`src/rtl/fifo_chain_pkg.sv`:
```
package fifo_chain_pkg;

  // Expansion link: separate lanes for write-token and read-token handoff
  typedef struct packed {
    logic wr;
    logic rd;
  } xlink_t;

  function automatic logic at_last(input int unsigned ptr, input int unsigned depth);
    return ptr == depth - 1;
  endfunction

  function automatic int unsigned ptr_step(input int unsigned ptr, input int unsigned depth);
    return (ptr == depth - 1) ? 0 : ptr + 1;
  endfunction

endpackage

```
`src/rtl/chain_slice_mem.sv`:
```
module chain_slice_mem #(
  parameter int DW    = 9,
  parameter int DEPTH = 4,
  localparam int AW   = $clog2(DEPTH)
) (
  input  logic          clk,
  input  logic          we,
  input  logic [AW-1:0] waddr,
  input  logic [DW-1:0] wdata,
  input  logic [AW-1:0] raddr,
  output logic [DW-1:0] rdata
);
  logic [DW-1:0] cells [DEPTH];

  always_ff @(posedge clk) begin
    if (we) cells[waddr] <= wdata;
  end

  assign rdata = cells[raddr];
endmodule

```
`src/rtl/chain_slice_ctl.sv`:
```
module chain_slice_ctl
  import fifo_chain_pkg::*;
#(
  parameter int DEPTH = 4,
  localparam int AW   = $clog2(DEPTH),
  localparam int CW   = $clog2(DEPTH + 1)
) (
  input  logic          clk,
  input  logic          rst_n,
  input  logic          fl_n,
  input  logic          wr_en,
  input  logic          rd_en,
  input  xlink_t        xi,
  output xlink_t        xo,
  output logic          wr_acc,
  output logic          rd_acc,
  output logic [AW-1:0] wptr,
  output logic [AW-1:0] rptr,
  output logic          wr_tok,
  output logic          rd_tok,
  output logic          ff_n,
  output logic          ef_n
);
  logic [CW-1:0] cnt;
  logic          wr_last, rd_last;

  assign ff_n   = (cnt != CW'(DEPTH));
  assign ef_n   = (cnt != '0);
  assign wr_acc = wr_en & wr_tok & ff_n;
  assign rd_acc = rd_en & rd_tok & ef_n;

  assign wr_last = wr_acc & at_last(32'(wptr), DEPTH);
  assign rd_last = rd_acc & at_last(32'(rptr), DEPTH);
  assign xo.wr   = wr_last;
  assign xo.rd   = rd_last;

  always_ff @(posedge clk) begin
    if (!rst_n) begin
      wr_tok <= ~fl_n;
      rd_tok <= ~fl_n;
      wptr   <= '0;
      rptr   <= '0;
      cnt    <= '0;
    end else begin
      wr_tok <= (wr_tok & ~wr_last) | xi.wr;
      rd_tok <= (rd_tok & ~rd_last) | xi.rd;
      if (wr_acc) wptr <= AW'(ptr_step(32'(wptr), DEPTH));
      if (rd_acc) rptr <= AW'(ptr_step(32'(rptr), DEPTH));
      case ({wr_acc, rd_acc})
        2'b10:   cnt <= cnt + 1'b1;
        2'b01:   cnt <= cnt - 1'b1;
        default: cnt <= cnt;
      endcase
    end
  end


  wr_pulse_once_chk: assert property (@(posedge clk) disable iff (!rst_n)
    xo.wr |=> !xo.wr);

  rd_pulse_once_chk: assert property (@(posedge clk) disable iff (!rst_n)
    xo.rd |=> !xo.rd);

  wr_release_chk: assert property (@(posedge clk) disable iff (!rst_n)
    (xo.wr && !xi.wr) |=> !wr_tok);

  full_hold_chk: assert property (@(posedge clk) disable iff (!rst_n)
    (!ff_n && !rd_acc) |=> !ff_n);

  empty_hold_chk: assert property (@(posedge clk) disable iff (!rst_n)
    (!ef_n && !wr_acc) |=> !ef_n);
endmodule

```
`src/rtl/chain_slice.sv`:
```
module chain_slice
  import fifo_chain_pkg::*;
#(
  parameter int DW    = 9,
  parameter int DEPTH = 4,
  localparam int AW   = $clog2(DEPTH)
) (
  input  logic          clk,
  input  logic          rst_n,
  input  logic          fl_n,
  input  logic          wr_en,
  input  logic [DW-1:0] wr_data,
  input  logic          rd_en,
  input  xlink_t        xi,
  output xlink_t        xo,
  output logic [DW-1:0] rd_q,
  output logic          wr_tok,
  output logic          rd_tok,
  output logic          ff_n,
  output logic          ef_n
);
  logic          wr_acc, rd_acc;
  logic [AW-1:0] wptr, rptr;

  chain_slice_ctl #(.DEPTH(DEPTH)) u_ctl (
    .clk(clk), .rst_n(rst_n), .fl_n(fl_n), .wr_en(wr_en), .rd_en(rd_en),
    .xi(xi), .xo(xo), .wr_acc(wr_acc), .rd_acc(rd_acc),
    .wptr(wptr), .rptr(rptr), .wr_tok(wr_tok), .rd_tok(rd_tok),
    .ff_n(ff_n), .ef_n(ef_n)
  );

  chain_slice_mem #(.DW(DW), .DEPTH(DEPTH)) u_mem (
    .clk(clk), .we(wr_acc), .waddr(wptr), .wdata(wr_data),
    .raddr(rptr), .rdata(rd_q)
  );


  read_needs_token_chk: assert property (@(posedge clk) disable iff (!rst_n)
    rd_acc |-> (rd_tok && ef_n));
endmodule

```
`src/rtl/fifo_chain.sv`:
```
module fifo_chain
  import fifo_chain_pkg::*;
#(
  parameter int DW          = 9,
  parameter int SLICE_DEPTH = 4,
  parameter int N_SLICES    = 3
) (
  input  logic                clk,
  input  logic                rst_n,
  input  logic                wr_en,
  input  logic [DW-1:0]       wr_data,
  input  logic                rd_en,
  output logic [DW-1:0]       rd_data,
  output logic                full_n,
  output logic                empty_n,
  output logic [N_SLICES-1:0] wr_owner,
  output logic [N_SLICES-1:0] rd_owner
);
  xlink_t              xo_v [N_SLICES];
  logic [DW-1:0]       q_v  [N_SLICES];
  logic [N_SLICES-1:0] ff_v, ef_v;

  for (genvar k = 0; k < N_SLICES; k++) begin : g_slice
    localparam int PREV = (k + N_SLICES - 1) % N_SLICES;
    localparam int NEXT = (k + 1) % N_SLICES;

    chain_slice #(.DW(DW), .DEPTH(SLICE_DEPTH)) u_slice (
      .clk(clk), .rst_n(rst_n), .fl_n((k == 0) ? 1'b0 : 1'b1),
      .wr_en(wr_en), .wr_data(wr_data), .rd_en(rd_en),
      .xi(xo_v[PREV]), .xo(xo_v[k]), .rd_q(q_v[k]),
      .wr_tok(wr_owner[k]), .rd_tok(rd_owner[k]),
      .ff_n(ff_v[k]), .ef_n(ef_v[k])
    );


    wr_handoff_chk: assert property (@(posedge clk) disable iff (!rst_n)
      xo_v[k].wr |=> wr_owner[NEXT]);

    rd_handoff_chk: assert property (@(posedge clk) disable iff (!rst_n)
      xo_v[k].rd |=> rd_owner[NEXT]);
  end

  assign full_n  = |ff_v;
  assign empty_n = |ef_v;

  always_comb begin
    rd_data = '0;
    for (int k = 0; k < N_SLICES; k++)
      if (rd_owner[k]) rd_data = q_v[k];
  end


  wr_token_single_chk: assert property (@(posedge clk) disable iff (!rst_n)
    $countones(wr_owner) == 1);

  rd_token_single_chk: assert property (@(posedge clk) disable iff (!rst_n)
    $countones(rd_owner) == 1);

  ring_empty_hold_chk: assert property (@(posedge clk) disable iff (!rst_n)
    (!empty_n && !wr_en) |=> !empty_n);
endmodule

```
`config.mk`:
```
export PLATFORM = sky130hd
export DESIGN_NAME = fifo_chain
export DESIGN_NICKNAME = d
export VERILOG_FILES = /design/src/rtl/fifo_chain_pkg.sv /design/src/rtl/chain_slice_mem.sv /design/src/rtl/chain_slice_ctl.sv /design/src/rtl/chain_slice.sv /design/src/rtl/fifo_chain.sv
export SDC_FILE = /design/constraint.sdc
export NUM_CORES = 1
export LEC_CHECK = 0
export ABC_CLOCK_PERIOD_IN_PS = 3850
export BUFFER_PORTS_ARGS = -buffer_cell sky130_fd_sc_hd__clkbuf_2
export CAP_MARGIN = 20
export CORE_UTILIZATION = 50
export CTS_CLUSTER_DIAMETER = 120
export DETAILED_ROUTE_END_ITERATION = 8
export HOLD_SLACK_MARGIN = 0.15
export PLACE_DENSITY = 0.67
export REMOVE_ABC_BUFFERS = 1
export SKIP_LAST_GASP = 1
export SYNTH_ARGS = -nofsm -noshare
export SYNTH_HDL_FRONTEND = slang
export SYNTH_SLANG_ARGS = --single-unit
```
`constraint.sdc`:
```
create_clock -name clk -period 3.85 [get_ports clk]
set_input_delay 0.385 -clock clk [delete_from_list [all_inputs] [get_ports clk]]
set_output_delay 0.385 -clock clk [all_outputs]
set_load 0.01 [all_outputs]
```
==> results.toml <==
[logic_synthesis]
ys.warnings.count = 0
syn_inst = 385
synth_top_area_frac = 0.5563
synth_area_leaders = "edfxtp_1, dfxtp_1, mux2i_1"
synthFlopType = "edfxtp_1"
avgSynthCellArea_um2 = 15.14
syn_area_mm2 = 0.005829
async_reset_ff_frac = 0
yosysSeqAreaShare = 0.6697
synth-edff-count = 108
synth-seq-cells = 141
synth_largest_area_cell = "edfxtp_1"
synth_cell_types = 40

[power_and_ir_drop]
clockPowerShare = 0.440
power_switching_uw = 944.4
internal_power_uw = 2876
peakVddDrop_v = 0.0003065
power-per-cell-area_mw_per_mm2 = 572.6
combPwrFrac = 0.099
netSwitchingFraction = 0.2472
leakage_uw = 0.002283
seq_power_share = 0.460

[clock_tree]
clk_latency_ns = 0.41
ctsResizeCount = 0
cts_hold_buffers = 0
htree_levels = 4
ctsLongestPathBuffers = 2
cts_buffers = 17
cts_setup_buffers = 0
cts_sinks = 141
root_buffer = "clkbuf_16"
cts.clk_slew.worst_paths_ns = 0.06
tritoncts = "done"

[detailed_routing]
drc = 0
drt_iter0_drc = 202
wire_per_inst_um = 17.72
ant_nets = 0
firstDrtPassIters = 5
vias_per_cell = 5.592
num_vias = 3204
wirelength_um = 10150

[cells_and_area]
fill_cells = 848
regArea_mm2 = 0.003904
syn_to_final_growth_pct = 14.45
final_area_mm2 = 0.006671
n_antenna_cell = 0
layout-drive-gt1-share = 0.1814
multiInputGateArea_mm2 = 0.001730
nets = 451

[timing]
fin_setup_tns_ns = 0
grt_setup_unrepaired = "no"
setup_viol = 0
finalCritPeriodShare = 0.6920
tightest_slew_ns = 1.049
period_needed_ns = 2.664
final_max_slew_viol_count = 0
worst_slack_ns = 1.186
maxSlewHeadroom = 0.2997
final-hold-violation-count = 0
clock.fmax_mhz = 375.3
skew_ns = 0.006712

[setup_path]
cp-start-kind = "flip-flop"
path_max_fanout = 18
worst-endpoint-required_ns = 3.46
cp-end-kind = "output port"
arrival_ns = 2.28
crit_type = "reg -> out"

[run_status]
status = "complete, no violations"

[global_route]
grt_use_total = 0.1886
grt_pass1_vias = 3165
antenna_found_initial = 0
overflow = 0
grt_pass1_wl_um = 16140
grt_start_max_net_pins = 23

[hold_path]
hold_path.class = "in -> reg"

[die]
fp.dieArea_mm2 = 0.01209
die_width_um = 110.0
start_util = 0.5127
io_pins = 30
die_h_um = 110.0
num_rows = 39
design.core.area_mm2 = 0.01137

[placed_design]
numPortBuffers = 29
globalplace.congestion = 0.8088
dp_slack_ns = 1.575
detailed_place.area_mm2 = 0.006052
place_hpwl_um = 6942

[flow_run]
max-cap-violations = 0
## power by group through the flow
| stage | clock, µW | sequential (µW) | combinational (µW) |
|---|---|---|---|
| after floorplan | 0 | 1780 | 257 |
| after global placement | 0 | 1790 | 370 |
| after detailed placement | 0 | 1790 | 380 |
| after CTS | 1700 | 1760 | 382 |
| after global routing | 1760 | 1770 | 418 |
| final | 1680 | 1760 | 380 |
## final timing paths
path | slack [ns] | startpoint | endpoint | cells after the start
max | 1.19 | flip-flop | rd_data[8] | 4
min | 0.33 | wr_data[1] | g_slice[0].u_slice.u_mem.cells[2][1] | 1
max reg2reg | 1.52 | g_slice[1].u_slice.u_ctl.cnt[2] | g_slice[1].u_slice.u_ctl.cnt[2] | 9
min reg2reg | 0.50 | g_slice[1].u_slice.u_ctl.wr_tok | g_slice[1].u_slice.u_ctl.wr_tok | 2
## metal layers
metal	routed length (µm)	track usage	vias to the layer above
li1	-	-	1531
met1	4536	0.2379	1573
met2	4886	0.2955	76
met3	479	0.05644	24
met4	252	0.09619	0
met5	0	0	-
## synth_stat cells (all sizes together) (6+ instances only)
cell    count
xor2        6
dfxtp      33
mux4        9
a21oi      13
a211o      10
nor2       21
edfxtp    108
buf        14
ha         18
and2        7
nor3b       8
nand2      11
mux2i      40
o21ai       8
o22ai      19
inv        21
## state kept, by name, summed over array words and instances, names as in the netlist, named ones only
| name | flops |
|---|---|
| g_slice.u_slice.u_ctl.rd_tok | 3 |
| g_slice.u_slice.u_ctl.wr_tok | 3 |
| g_slice.u_slice.u_mem.cells | 108 |
| g_slice.u_slice.u_ctl.cnt | 9 |
| g_slice.u_slice.u_ctl.rptr | 6 |
| g_slice.u_slice.u_ctl.wptr | 6 |
## worst max-delay path: stages (launching register included)
cell,delay [ns]
dfxtp_1,1.01
mux2i_1,0.29
o22ai_1,0.10
a211o_1,0.32
clkbuf_2,0.14
## final cells by class
cell class | count | area share
tap | 143 | 0.02682
clock inverter | 15 | 0.02907
multi-input combinational | 205 | 0.2594
inverter | 21 | 0.01182
clock buffer | 17 | 0.06377
sequential | 141 | 0.5851
timing repair buffer | 31 | 0.02401
## placed cells by master (no fill, tap or decap), types with 3 or more instances in the layout
cell type	Yosys	final
a211o_1	10	10
a21oi_1	13	13
and2_1	7	7
and3_1	4	4
clkbuf_16	0	17
clkbuf_2	1	29
dfxtp_1	33	33
edfxtp_1	108	108
fa_1	3	3
ha_1	18	18
inv_1	21	21
inv_6	0	4
inv_8	0	6
mux2i_1	40	40
mux4_2	9	9
nand2_1	11	11
nand3_1	3	3
nor2_1	21	21
nor3b_1	5	5
nor3b_2	3	3
o21a_1	4	4
o21ai_0	8	8
o22ai_1	19	19
or3_1	4	4
or4_1	3	3
xor2_1	6	6
## cell families after synthesis
family,count (synthesis),share of synthesized area
buf+inv,39,0.03348
xor+xnor,6,0.009015
simple gates,68,0.06439
mux,49,0.1035
fa+ha+maj,21,0.04894
flops,141,0.6697
compound gates,61,0.07105
## per-stage QoR
step	hold slack, ns	cells	utilization	power, µW
2_1_floorplan	0.4634	367	-	2033
3_3_place_gp	0.4724	541	0.5323	2159
3_5_place_dp	0.4874	541	0.5323	2172
4_1_cts	0.3252	573	0.5868	3842
5_1_grt	0.3389	573	0.5868	3952
6_report	0.3284	573	0.5868	3820
Power figures use the tool's default switching activity.
